===== src/rtl/sns_rst_pkg.sv =====
package sns_rst_pkg;

  // Power phase of the controller; the code is also the status output
  typedef enum logic [1:0] {
    ST_ACTIVE = 2'b00,
    ST_DRAIN  = 2'b01,
    ST_STBY   = 2'b10
  } pwr_state_e;

endpackage


===== src/rtl/sns_rst_sync.sv =====
// Reset synchronizer: asserts asynchronously, releases after STAGES edges
module sns_rst_sync #(
  parameter int STAGES = 2
) (
  input  logic clk,
  input  logic arst_n,
  output logic rst_n_o
);

  logic [STAGES-1:0] chain_q;

  always_ff @(posedge clk or negedge arst_n) begin
    if (!arst_n) begin
      chain_q <= '0;
    end else begin
      chain_q <= {chain_q[STAGES-2:0], 1'b1};
    end
  end

  assign rst_n_o = chain_q[STAGES-1];

endmodule


===== src/rtl/sns_bit_sync.sv =====
// Multi-flop synchronizer for a single level signal
module sns_bit_sync #(
  parameter int STAGES = 2
) (
  input  logic clk,
  input  logic rst_n,
  input  logic d,
  output logic q
);

  logic [STAGES-1:0] sh_q;

  always_ff @(posedge clk or negedge rst_n) begin
    if (!rst_n) begin
      sh_q <= '0;
    end else begin
      sh_q <= {sh_q[STAGES-2:0], d};
    end
  end

  assign q = sh_q[STAGES-1];

endmodule


===== src/rtl/sns_rst_req.sv =====
// Decodes reset-register writes into self-clearing one-shot pulses
module sns_rst_req #(
  parameter int          ADDR_W    = 8,
  parameter int          DATA_W    = 16,
  parameter logic [7:0]  RST_ADDR  = 8'h0C,
  parameter int          LOGIC_BIT = 0,
  parameter int          AEC_BIT   = 1
) (
  input  logic              clk,
  input  logic              rst_n,
  input  logic              accept,
  input  logic              wr_en,
  input  logic [ADDR_W-1:0] addr,
  input  logic [DATA_W-1:0] wdata,
  input  logic              frame_end,
  output logic              logic_rst_o,
  output logic              frame_restart_o,
  output logic              aec_rst_o
);

  localparam logic [ADDR_W-1:0] HIT_ADDR = ADDR_W'(RST_ADDR);

  logic hit;
  logic logic_d, logic_q;
  logic restart_d, restart_q;
  logic aec_d, aec_q;
  logic pend_d, pend_q, pend_en;

  // Next-state logic
  always_comb begin
    hit       = wr_en && (addr == HIT_ADDR) && accept;
    logic_d   = hit && wdata[LOGIC_BIT];
    restart_d = logic_q;
    aec_d     = frame_end && pend_q;
    pend_d    = pend_q;
    if (frame_end && pend_q) begin
      pend_d = 1'b0;
    end
    if (hit && wdata[AEC_BIT]) begin
      pend_d = 1'b1;
    end
    pend_en = (pend_d != pend_q);
  end

  // Registers
  always_ff @(posedge clk or negedge rst_n) begin
    if (!rst_n) begin
      logic_q   <= 1'b0;
      restart_q <= 1'b0;
      aec_q     <= 1'b0;
    end else begin
      logic_q   <= logic_d;
      restart_q <= restart_d;
      aec_q     <= aec_d;
    end
  end

  always_ff @(posedge clk or negedge rst_n) begin
    if (!rst_n) begin
      pend_q <= 1'b0;
    end else if (pend_en) begin
      pend_q <= pend_d;
    end
  end

  assign logic_rst_o     = logic_q;
  assign frame_restart_o = restart_q;
  assign aec_rst_o       = aec_q;

endmodule


===== src/rtl/sns_stby_fsm.sv =====
// Standby sequencer: defers power-down to the end of the running frame
module sns_stby_fsm
  import sns_rst_pkg::*;
(
  input  logic       clk,
  input  logic       rst_n,
  input  logic       stby_req,
  input  logic       frame_active,
  input  logic       frame_end,
  output pwr_state_e state_o
);

  pwr_state_e state_q, state_d;
  logic       state_en;

  always_comb begin
    state_d = state_q;
    unique case (state_q)
      ST_ACTIVE: begin
        if (stby_req) begin
          state_d = frame_active ? ST_DRAIN : ST_STBY;
        end
      end
      ST_DRAIN: begin
        if (!stby_req) begin
          state_d = ST_ACTIVE;
        end else if (frame_end) begin
          state_d = ST_STBY;
        end
      end
      ST_STBY: begin
        if (!stby_req) begin
          state_d = ST_ACTIVE;
        end
      end
      default: state_d = ST_ACTIVE;
    endcase
    state_en = (state_d != state_q);
  end

  always_ff @(posedge clk or negedge rst_n) begin
    if (!rst_n) begin
      state_q <= ST_ACTIVE;
    end else if (state_en) begin
      state_q <= state_d;
    end
  end

  assign state_o = state_q;

endmodule


===== src/rtl/sns_rst_stby_ctrl.sv =====
// Top: soft reset decoding plus deferred standby control
module sns_rst_stby_ctrl
  import sns_rst_pkg::*;
#(
  parameter int         ADDR_W      = 8,
  parameter int         DATA_W      = 16,
  parameter logic [7:0] RST_ADDR    = 8'h0C,
  parameter int         SYNC_STAGES = 2,
  parameter int         RST_STAGES  = 2
) (
  input  logic              clk,
  input  logic              rst_n,
  input  logic              reg_wr_en,
  input  logic [ADDR_W-1:0] reg_addr,
  input  logic [DATA_W-1:0] reg_wdata,
  input  logic              frame_active,
  input  logic              frame_end,
  input  logic              stby_pin,
  output logic              logic_rst_o,
  output logic              frame_restart_o,
  output logic              aec_rst_o,
  output logic              clk_en_o,
  output logic              logic_en_o,
  output logic              ana_en_o,
  output logic [1:0]        status_o
);

  logic       rst_core_n;
  logic       stby_s;
  logic       powered;
  pwr_state_e state;

  sns_rst_sync #(.STAGES(RST_STAGES)) u_rst_sync (
    .clk     (clk),
    .arst_n  (rst_n),
    .rst_n_o (rst_core_n)
  );

  sns_bit_sync #(.STAGES(SYNC_STAGES)) u_stby_sync (
    .clk   (clk),
    .rst_n (rst_core_n),
    .d     (stby_pin),
    .q     (stby_s)
  );

  sns_stby_fsm u_fsm (
    .clk          (clk),
    .rst_n        (rst_core_n),
    .stby_req     (stby_s),
    .frame_active (frame_active),
    .frame_end    (frame_end),
    .state_o      (state)
  );

  assign powered = (state != ST_STBY);

  sns_rst_req #(
    .ADDR_W    (ADDR_W),
    .DATA_W    (DATA_W),
    .RST_ADDR  (RST_ADDR),
    .LOGIC_BIT (0),
    .AEC_BIT   (1)
  ) u_req (
    .clk             (clk),
    .rst_n           (rst_core_n),
    .accept          (powered),
    .wr_en           (reg_wr_en),
    .addr            (reg_addr),
    .wdata           (reg_wdata),
    .frame_end       (frame_end),
    .logic_rst_o     (logic_rst_o),
    .frame_restart_o (frame_restart_o),
    .aec_rst_o       (aec_rst_o)
  );

  assign clk_en_o   = powered;
  assign logic_en_o = powered;
  assign ana_en_o   = powered;
  assign status_o   = state;

endmodule


===== config.mk =====
export PLATFORM = sky130hd
export DESIGN_NAME = sns_rst_stby_ctrl
export DESIGN_NICKNAME = d
export VERILOG_FILES = /design/src/rtl/sns_rst_pkg.sv /design/src/rtl/sns_rst_sync.sv /design/src/rtl/sns_bit_sync.sv /design/src/rtl/sns_rst_req.sv /design/src/rtl/sns_stby_fsm.sv /design/src/rtl/sns_rst_stby_ctrl.sv
export SDC_FILE = /design/constraint.sdc
export NUM_CORES = 1
export LEC_CHECK = 0
export BUFFER_PORTS_ARGS = -buffer_cell sky130_fd_sc_hd__buf_2
export CAP_MARGIN = 5
export CORE_AREA = 2 2 39 41
export CTS_BUF_LIST = sky130_fd_sc_hd__clkbuf_4 sky130_fd_sc_hd__clkbuf_8
export CTS_CLUSTER_SIZE = 25
export DETAILED_ROUTE_END_ITERATION = 8
export DIE_AREA = 0 0 41 43
export PLACE_DENSITY = 0.66
export REMOVE_ABC_BUFFERS = 1
export SYNTH_ARGS = -nofsm -noshare
export SYNTH_HDL_FRONTEND = slang
export SYNTH_SLANG_ARGS = --single-unit

===== constraint.sdc =====
create_clock -name clk -period 2.13 [get_ports clk]
set_input_delay 0.426 -clock clk [delete_from_list [all_inputs] [get_ports clk]]
set_output_delay 0.426 -clock clk [all_outputs]
set_load 0.05 [all_outputs]

==> impl_metrics.env, run 1 <==
export IMPL_nFillCells=135
export IMPL_place_ws_ns=0.762
export IMPL_r2r_cells=3
export IMPL_end_kind="primary output"
export IMPL_async_reset_ff_share_pct=100
export IMPL_cp_top_family="flip-flops"
export IMPL_drt_iter0_markers=1
export IMPL_crit_cells=2
export IMPL_setup_viol=0
export IMPL_synth_commonest_cells="dfrtp_1, buf_4, inv_1, nand2b_1, nor2_1"
export IMPL_drv_slew=0
export IMPL_ys_seq_elements=10
export IMPL_hold_class="register to async pin"
export IMPL_clk_latency_ns=0.25
export IMPL_met2_usage_pct=11.9
export IMPL_max_cap_violations=0
export IMPL_routabilityCongestion=0.565
export IMPL_area_growth_pct=43.9
export IMPL_synth_edf_count=0
export IMPL_skew_ns=0.000678
export IMPL_synth_cell_types=15
export IMPL_status="finished, final reports clean"
export IMPL_cts_buffers=3
export IMPL_vias=294
export IMPL_die_w_um=41
export IMPL_slowest_delay_ns=0.42
export IMPL_vias_per_cell=4.20
export IMPL_post_route_period_util_pct=72.9
export IMPL_timing_rr_start="u_fsm.state_o[0]$_DFFE_PN0P_"
export IMPL_grt_busiest_layer="met2"
export IMPL_ios=38
export IMPL_post_route_min_period_ns=1.55
export IMPL_cts_htree_levels=1
export IMPL_diodes=0
export IMPL_r2r_slack_ns=1.03
export IMPL_grt_first_pass_wirelength_um=959
export IMPL_fmaxAchievable_ghz=0.644
export IMPL_grt_util_met3_pct=3.14
export IMPL_yosys_area_top_type="dfrtp_1"
export IMPL_grt_antenna_before_repair=0
export IMPL_post_drt_wl_per_cell_um=8.69
export IMPL_cp_start_kind="register"
export IMPL_synth_cells=28
export IMPL_grt_max_degree=9
export IMPL_r2r_end="u_req.pend_q$_DFFE_PN0P_"
export IMPL_crit_start="u_fsm.state_o[0]$_DFFE_PN0P_"
export IMPL_arrival_ns=1.13
export IMPL_clkSlewWorstSetupHoldPaths_ns=0.06
export IMPL_fin_nets=85
export IMPL_stdcell_count=70
export IMPL_clkSinkCount=10
export IMPL_cp_buffers_inverters=1
export IMPL_postRouteAntennaNets=0
export IMPL_rsz0062_at_grt="false"
export IMPL_grt_usage_pct=8.00
export IMPL_overflow=0
export IMPL_yosys_warnings=0
export IMPL_syn_area_um2=379
export IMPL_ir_drop_mv=0.261
export IMPL_start_util_pct=27.4
export IMPL_drc=0
export IMPL_worstPathRequired_ns=1.70
export IMPL_hold_viol_final=0
export IMPL_final_setup_tns_ns=0
export IMPL_postLayoutSetupSlackWorst_ns=0.577
export IMPL_finalPower_uw=441
export IMPL_synth_avg_cell_area_um2=13.5
export IMPL_crit_fanout=6
export IMPL_synth_top_area_share_pct=66.0
export IMPL_drive_gt1_share_pct=53.7
export IMPL_io_buffer_count=23
export IMPL_dpl_hpwl_um=522
export IMPL_leakage_nw=0.280
export IMPL_critPathSlowestCell="dfrtp_1"
export IMPL_tritoncts="yes"
export IMPL_grt_pass1_vias=263
export IMPL_fp_row_count=14
export IMPL_path_class="register to primary output"
export IMPL_routed_wl_um=608
export IMPL_crit_end="ana_en_o"
export IMPL_yosysSeqAreaShare_pct=66.0
export IMPL_synth_most_common_cell="dfrtp_1"
export IMPL_core_area_um2=1380
export IMPL_cts_root_buf="clkbuf_4"
export IMPL_cts_buffer_depth=2
export IMPL_dp_cells=65
export IMPL_die_h_um=43
export IMPL_worstPathCellList="nand2b_1 -> buf_2"
export IMPL_dr_pass1_iters=2
export IMPL_yosys_top_cells_area="dfrtp_1, o32ai_2, buf_4"
export IMPL_die_area_um2=1760
export IMPL_cts_resized_gates=0
export IMPL_p_per_area_nw_per_um2=809
export IMPL_grt_util_met1_pct=9.60
export IMPL_synth_ff_type="dfrtp_1"
==> report_power, final <==
group	internal, mW	leakage, nW	switching [mW]
sequential	0.197	0.128	0.00763
combinational	0.0235	0.131	0.0484
clock	0.104	0.0210	0.0611
total	0.324	0.280	0.117
==> registers in the layout, summed over array words and instances, names as in the netlist <==
register	count
u_req.aec_rst_o	1
u_req.pend_q	1
u_rst_sync.chain_q	2
u_req.frame_restart_o	1
u_stby_sync.sh_q	2
u_req.logic_rst_o	1
u_fsm.state_o	2
==> per-layer routing <==
layer	up-vias	wire length [um]
li1	149	-
met1	129	258
met2	16	285
met3	0	65
met4	0	0
met5	-	0
==> cell usage in the layout, fill, tap and decap left out, drive strengths merged <==
cell / netlist / final
a221oi: 1 / 1
a2111oi: 1 / 1
nor3: 1 / 1
nand4: 1 / 1
o32ai: 1 / 1
buf: 2 / 23
dlygate4sd3: 0 / 1
nor2: 2 / 2
dfrtp: 10 / 10
or4b: 2 / 2
clkbuf: 0 / 4
nand2b: 2 / 2
inv: 2 / 2
conb: 1 / 1
and2: 1 / 1
nor3b: 1 / 1
==> logic make-up after synthesis <==
kind of cell / count (synthesis) / share of synthesized area (%)
buffers and inverters: 4 / 5.94
and+or+nand+nor: 10 / 18.2
other: 1 / 0.989
DFF: 10 / 66.0
AOI/OAI and AO/OA: 3 / 8.91
==> through the flow <==
step	hold WS, ns	instance area (um^2)	util [%]
4_1_cts	0.142	546	39.4
3_5_place_dp	0.136	499	36.1
6_report	0.130	546	39.4
3_3_place_gp	0.128	499	36.1
2_1_floorplan	0.0946	364	-
5_1_grt	0.163	546	39.4
==> how the worst min path moves through the flow <==
stage                                          endpoint  slack [ns]  cells past startpoint
final                          u_req.pend_q$_DFFE_PN0P_        0.13                      0
after global routing           u_req.pend_q$_DFFE_PN0P_        0.16                      0
after CTS                 u_stby_sync.sh_q[0]$_DFF_PN0_        0.14                      0
after detailed placement       u_req.pend_q$_DFFE_PN0P_        0.14                      0
after global placement         u_req.pend_q$_DFFE_PN0P_        0.13                      0
after floorplan            u_fsm.state_o[0]$_DFFE_PN0P_        0.09                      0
==> timing repair <==
action | 4_1_cts | 5_1_grt
hold endpoints to repair | 2 | 0
endpoints found under the setup margin | 0 | 0
buffers inserted | 0 | 0
hold buffers | 1 | 0
==> area by class of cell <==
| cell class | instances | area, um^2 | share of cell area [%] |
|---|---|---|---|
| Sequential cell | 10 | 250 | 45.9 |
| Timing Repair Buffer | 24 | 125 | 22.9 |
| Multi-Input combinational cell | 14 | 106 | 19.5 |
| Clock buffer | 4 | 36.3 | 6.65 |
| Tap cell | 16 | 20.0 | 3.67 |
| Inverter | 2 | 7.51 | 1.38 |
No activity file was read; power rests on OpenSTA's default activity.
==> run 2, diff against run 1 <==
- ABC_AREA: not set -> 1
- PLACE_DENSITY: 0.66 -> 0.68
- clock period: 2.13 -> 1.5 ns (I/O delays scaled with it)
==> impl_metrics.env, run 2 <==
export IMPL_status="finished, final reports clean"
export IMPL_cts_buffers=3
export IMPL_end_kind="primary output"
export IMPL_synth_cells=39
export IMPL_die_w_um=41
export IMPL_grt_antenna_before_repair=0
export IMPL_clk_latency_ns=0.25
export IMPL_yosys_top_cells_area="dfrtp_1, nand2_1, buf_4"
export IMPL_setup_viol=0
export IMPL_start_util_pct=29.1
export IMPL_synth_edf_count=0
export IMPL_post_route_period_util_pct=89.2
export IMPL_fin_nets=96
export IMPL_crit_fanout=5
export IMPL_dpl_hpwl_um=534
export IMPL_vias_per_cell=3.93
export IMPL_placed_area_um2=523
export IMPL_yosysSeqAreaShare_pct=62.1
export IMPL_stdcell_area_um2=556
export IMPL_syn_area_um2=403
export IMPL_grt_pass1_vias=290
export IMPL_ir_drop_mv=0.562
export IMPL_yosys_warnings=0
export IMPL_hold_viol_final=0
export IMPL_vias=314
export IMPL_met2_usage_pct=13.1
export IMPL_drive_gt1_share_pct=51.6
export IMPL_fmaxAchievable_ghz=0.748
export IMPL_drv_slew=0
export IMPL_post_route_min_period_ns=1.34
export IMPL_synth_avg_cell_area_um2=10.3
export IMPL_dr_pass1_iters=1
export IMPL_r2r_slack_ns=0.54
export IMPL_drt_iter0_markers=0
export IMPL_overflow=0
export IMPL_core_area_um2=1380
export IMPL_r2r_end="u_fsm.state_o[0]$_DFFE_PN0P_"
export IMPL_synth_cell_types=14
export IMPL_grt_usage_pct=9.48
export IMPL_path_class="register to primary output"
export IMPL_p_per_area_nw_per_um2=1050
export IMPL_io_buffer_count=23
export IMPL_synth_commonest_cells="dfrtp_1, nand2_1, inv_1, nor2_1"
export IMPL_postRouteAntennaNets=0
export IMPL_fp_row_count=14
export IMPL_diodes=0
export IMPL_grt_max_degree=9
export IMPL_cts_buffer_depth=2
export IMPL_tritoncts="yes"
export IMPL_synth_ff_type="dfrtp_1"
export IMPL_grt_first_pass_wirelength_um=1090
export IMPL_cp_start_kind="register"
export IMPL_post_drt_wl_per_cell_um=7.98
export IMPL_layout_common_cells="buf_2, nand2_1, dfrtp_1, inv_1"
export IMPL_leakage_nw=0.324
export IMPL_clkSinkCount=10
export IMPL_ys_seq_elements=10
export IMPL_grt_util_met3_pct=7.85
export IMPL_fin_util_pct=40.1
export IMPL_synth_top_area_share_pct=62.1
export IMPL_yosys_area_top_type="dfrtp_1"
export IMPL_die_h_um=43
export IMPL_skew_ns=0.000592
export IMPL_max_cap_violations=0
export IMPL_hold_class="register to async pin"
export IMPL_grt_util_met1_pct=11.1
export IMPL_cts_root_buf="clkbuf_4"
export IMPL_worstPathRequired_ns=1.20
export IMPL_rsz0062_at_grt="false"
export IMPL_ios=38
export IMPL_clkSlewWorstSetupHoldPaths_ns=0.06
export IMPL_die_area_um2=1760
export IMPL_area_growth_pct=37.9
export IMPL_r2r_cells=4
export IMPL_routabilityCongestion=0.644
export IMPL_final_setup_tns_ns=0
export IMPL_timing_rr_start="u_fsm.state_o[0]$_DFFE_PN0P_"
export IMPL_layout_cells_most_common="buf_2"
export IMPL_drc=0
export IMPL_cts_htree_levels=1
export IMPL_routed_wl_um=638
export IMPL_async_reset_ff_share_pct=100
export IMPL_arrival_ns=1.04
export IMPL_grt_busiest_layer="met2"
run 2: cell count changes in the layout (fill, tap and decap cells not counted), moves of 2 or more:
cell / delta
nand2_1: +10
inv_1: +2
nand2b_1: -2
nor2_2: +2
run 2: worst max-delay path, stage by stage (launching register included):
cell and delay (ns):
dfrtp_1 0.39, inv_2 0.07, nand2_4 0.07, buf_2 0.26
run 2: cell type report:
| type | count | area [um^2] |
|---|---|---|
| Inverter | 5 | 18.8 |
| Sequential cell | 10 | 250 |
| Fill cell | 157 | 828 |
| Clock buffer | 3 | 22.5 |
| Tap cell | 16 | 20.0 |
| Timing Repair Buffer | 24 | 125 |
| Multi-Input combinational cell | 22 | 119 |
run 2: power breakdown:
part	internal (mW)	leakage (nW)	switching, mW
sequential	0.281	0.128	0.0113
combinational	0.0397	0.181	0.0827
clock	0.0918	0.0138	0.0758
run 2: what timing repair did:
item,in CTS,in global routing
endpoints found under the hold margin,2,0
resized for setup,0,0
buffers inserted,0,0
hold buffers,1,0
run 2: worst max-delay path by stage:
stage | from | to | slack (ns) | depth (start not counted)
after floorplan | u_fsm.state_o[1]$_DFFE_PN0P_ | u_fsm.state_o[0]$_DFFE_PN0P_ | -0.1 | 3
after global placement | u_fsm.state_o[0]$_DFFE_PN0P_ | ana_en_o | 0.44 | 3
after detailed placement | u_fsm.state_o[0]$_DFFE_PN0P_ | logic_en_o | 0.43 | 3
after CTS | u_fsm.state_o[0]$_DFFE_PN0P_ | logic_en_o | 0.14 | 3
after global routing | u_fsm.state_o[0]$_DFFE_PN0P_ | ana_en_o | 0.09 | 3
final | u_fsm.state_o[0]$_DFFE_PN0P_ | logic_en_o | 0.16 | 3
run 2: cell families (layout without fill, tap and decap cells):
logic type             after synthesis  count (layout)  synth area share (%)
AO/OA/AOI/OAI                        1               1                  2.79
other                                1               1                 0.931
buffers and inverters                7              32                  8.38
AND/OR/NAND/NOR                     20              20                  25.8
flip-flops                          10              10                  62.1
run 2: layer usage:
| metal | share of wire (%) | wire length, um |
|---|---|---|
| met5 | 0 | 0 |
| met4 | 0 | 0 |
| met2 | 52 | 329 |
| met3 | 8.5 | 54 |
| met1 | 40 | 254 |
run 2: stage by stage:
stage                     instances  hold WS [ns]  setup slack [ns]  total power [mW]
after global routing             80         0.139            0.0892             0.617
final                            80         0.123             0.163             0.582
after global placement           76        0.0853             0.437             0.417
after detailed placement         76        0.0869             0.427             0.419
after floorplan                  37       0.00441           -0.0982             0.380
after CTS                        80         0.135             0.144             0.596
==> run 3, diff against run 2 <==
- clock period: 1.5 -> 1.3 ns (I/O delays scaled with it)
==> impl_metrics.env, run 3 (synthesis gave the netlist of run 2 again) <==
export IMPL_arrival_ns=1.00
export IMPL_p_per_area_nw_per_um2=1210
export IMPL_fin_util_pct=40.7
export IMPL_ir_drop_mv=0.649
export IMPL_layout_common_cells="buf_2, nand2_1, dfrtp_1, inv_1"
export IMPL_area_growth_pct=39.8
export IMPL_setup_viol=0
export IMPL_post_cts_buffers=0
export IMPL_postRouteAntennaNets=0
export IMPL_fmaxAchievable_ghz=0.796
export IMPL_cts_buffer_depth=2
export IMPL_end_kind="primary output"
export IMPL_max_cap_violations=0
export IMPL_core_area_um2=1380
export IMPL_skew_ns=0.000592
export IMPL_cts_buffers=3
export IMPL_routabilityCongestion=0.644
export IMPL_fin_nets=96
export IMPL_dpl_hpwl_um=534
export IMPL_grt_first_pass_wirelength_um=1090
export IMPL_fp_row_count=14
export IMPL_hold_viol_final=0
export IMPL_hold_class="input port to register"
export IMPL_rsz0062_at_grt="true"
export IMPL_clk_latency_ns=0.25
export IMPL_post_route_period_util_pct=96.6
export IMPL_ios=38
export IMPL_grt_pass1_vias=290
export IMPL_drc=0
export IMPL_grt_max_degree=9
export IMPL_critPathSlowestCell="dfrtp_1"
export IMPL_cts_root_buf="clkbuf_4"
export IMPL_dr_pass1_iters=1
export IMPL_clkSinkCount=10
export IMPL_cp_buffers_inverters=2
export IMPL_drt_iter0_markers=0
export IMPL_crit_fanout=5
export IMPL_io_buffer_count=23
export IMPL_post_drt_wl_per_cell_um=8.03
export IMPL_layout_cells_most_common="buf_2"
export IMPL_tritoncts="yes"
export IMPL_drive_gt1_share_pct=51.6
export IMPL_path_class="register to primary output"
export IMPL_die_area_um2=1760
export IMPL_postLayoutSetupSlackWorst_ns=0.0437
export IMPL_cts_htree_levels=1
export IMPL_diodes=0
export IMPL_cp_top_family="flip-flops"
export IMPL_post_route_min_period_ns=1.26
export IMPL_die_h_um=43
export IMPL_cp_start_kind="register"
export IMPL_worstPathRequired_ns=1.04
export IMPL_grt_antenna_before_repair=0
export IMPL_leakage_nw=0.328
export IMPL_place_ws_ns=0.267
export IMPL_worstPathCellList="inv_2 -> nand2_4 -> buf_4"
export IMPL_finalPower_uw=679
export IMPL_vias_per_cell=3.95
export IMPL_overflow=0
export IMPL_die_w_um=41
export IMPL_drv_slew=0
export IMPL_status="finished, final reports clean"
export IMPL_clkSlewWorstSetupHoldPaths_ns=0.06
export IMPL_vias=316
export IMPL_grt_usage_pct=9.48
export IMPL_routed_wl_um=642
export IMPL_slowest_delay_ns=0.41
export IMPL_start_util_pct=29.1
run 3: final cells by class:
| cell class | count | area, um^2 |
|---|---|---|
| inverter | 5 | 18.8 |
| clock buffer | 3 | 22.5 |
| timing repair buffer | 24 | 133 |
| sequential | 10 | 250 |
| tap | 16 | 20.0 |
| fill | 159 | 821 |
| multi-input combinational | 22 | 119 |
run 3: repair_timing:
item,CTS,global route
resized for setup,0,6
endpoints found under the setup margin,3,3
hold buffers,1,0
pin swaps,0,0
cloned,0,0
endpoints found under the hold margin,2,0
run 3: final timing paths:
check	endpoint	startpoint	slack [ns]	depth (start not counted)
max in group asynchronous	u_rst_sync.chain_q[1]$_DFF_PN0_	rst_n	0.89	2
worst min register to register	u_req.aec_rst_o$_DFF_PN0_	u_rst_sync.chain_q[1]$_DFF_PN0_	0.12	0
min in group asynchronous	u_req.aec_rst_o$_DFF_PN0_	u_rst_sync.chain_q[1]$_DFF_PN0_	0.12	0
worst min-delay path	u_stby_sync.sh_q[0]$_DFF_PN0_	stby_pin	0.11	1
worst max-delay path	clk_en_o	u_fsm.state_o[0]$_DFFE_PN0P_	0.04	3
worst max register to register	u_fsm.state_o[0]$_DFFE_PN0P_	u_fsm.state_o[0]$_DFFE_PN0P_	0.34	4
run 3: per-layer routing:
layer	global-route usage (%)	up-vias	share of wire, %
met5	0	-	0
li1	-	162	-
met4	2.00	0	0
met3	7.85	0	8.4
met1	11.1	141	39
met2	13.1	13	52
run 3: through the flow:
step	TNS (ns)	std cells	area, um^2	hold WS [ns]
final	0	80	563	0.110
after detailed placement	0	76	523	0.0469
after global placement	0	76	523	0.0453
after floorplan	-1.14	37	388	-0.0356
after CTS	-0.0457	80	556	0.0988
after global routing	-0.0583	80	563	0.0993
run 3: power by group:
group	switching, mW	internal (mW)	total, mW
Sequential	0.0130	0.324	0.337
Clock	0.0874	0.106	0.193
Combinational	0.0961	0.0525	0.149
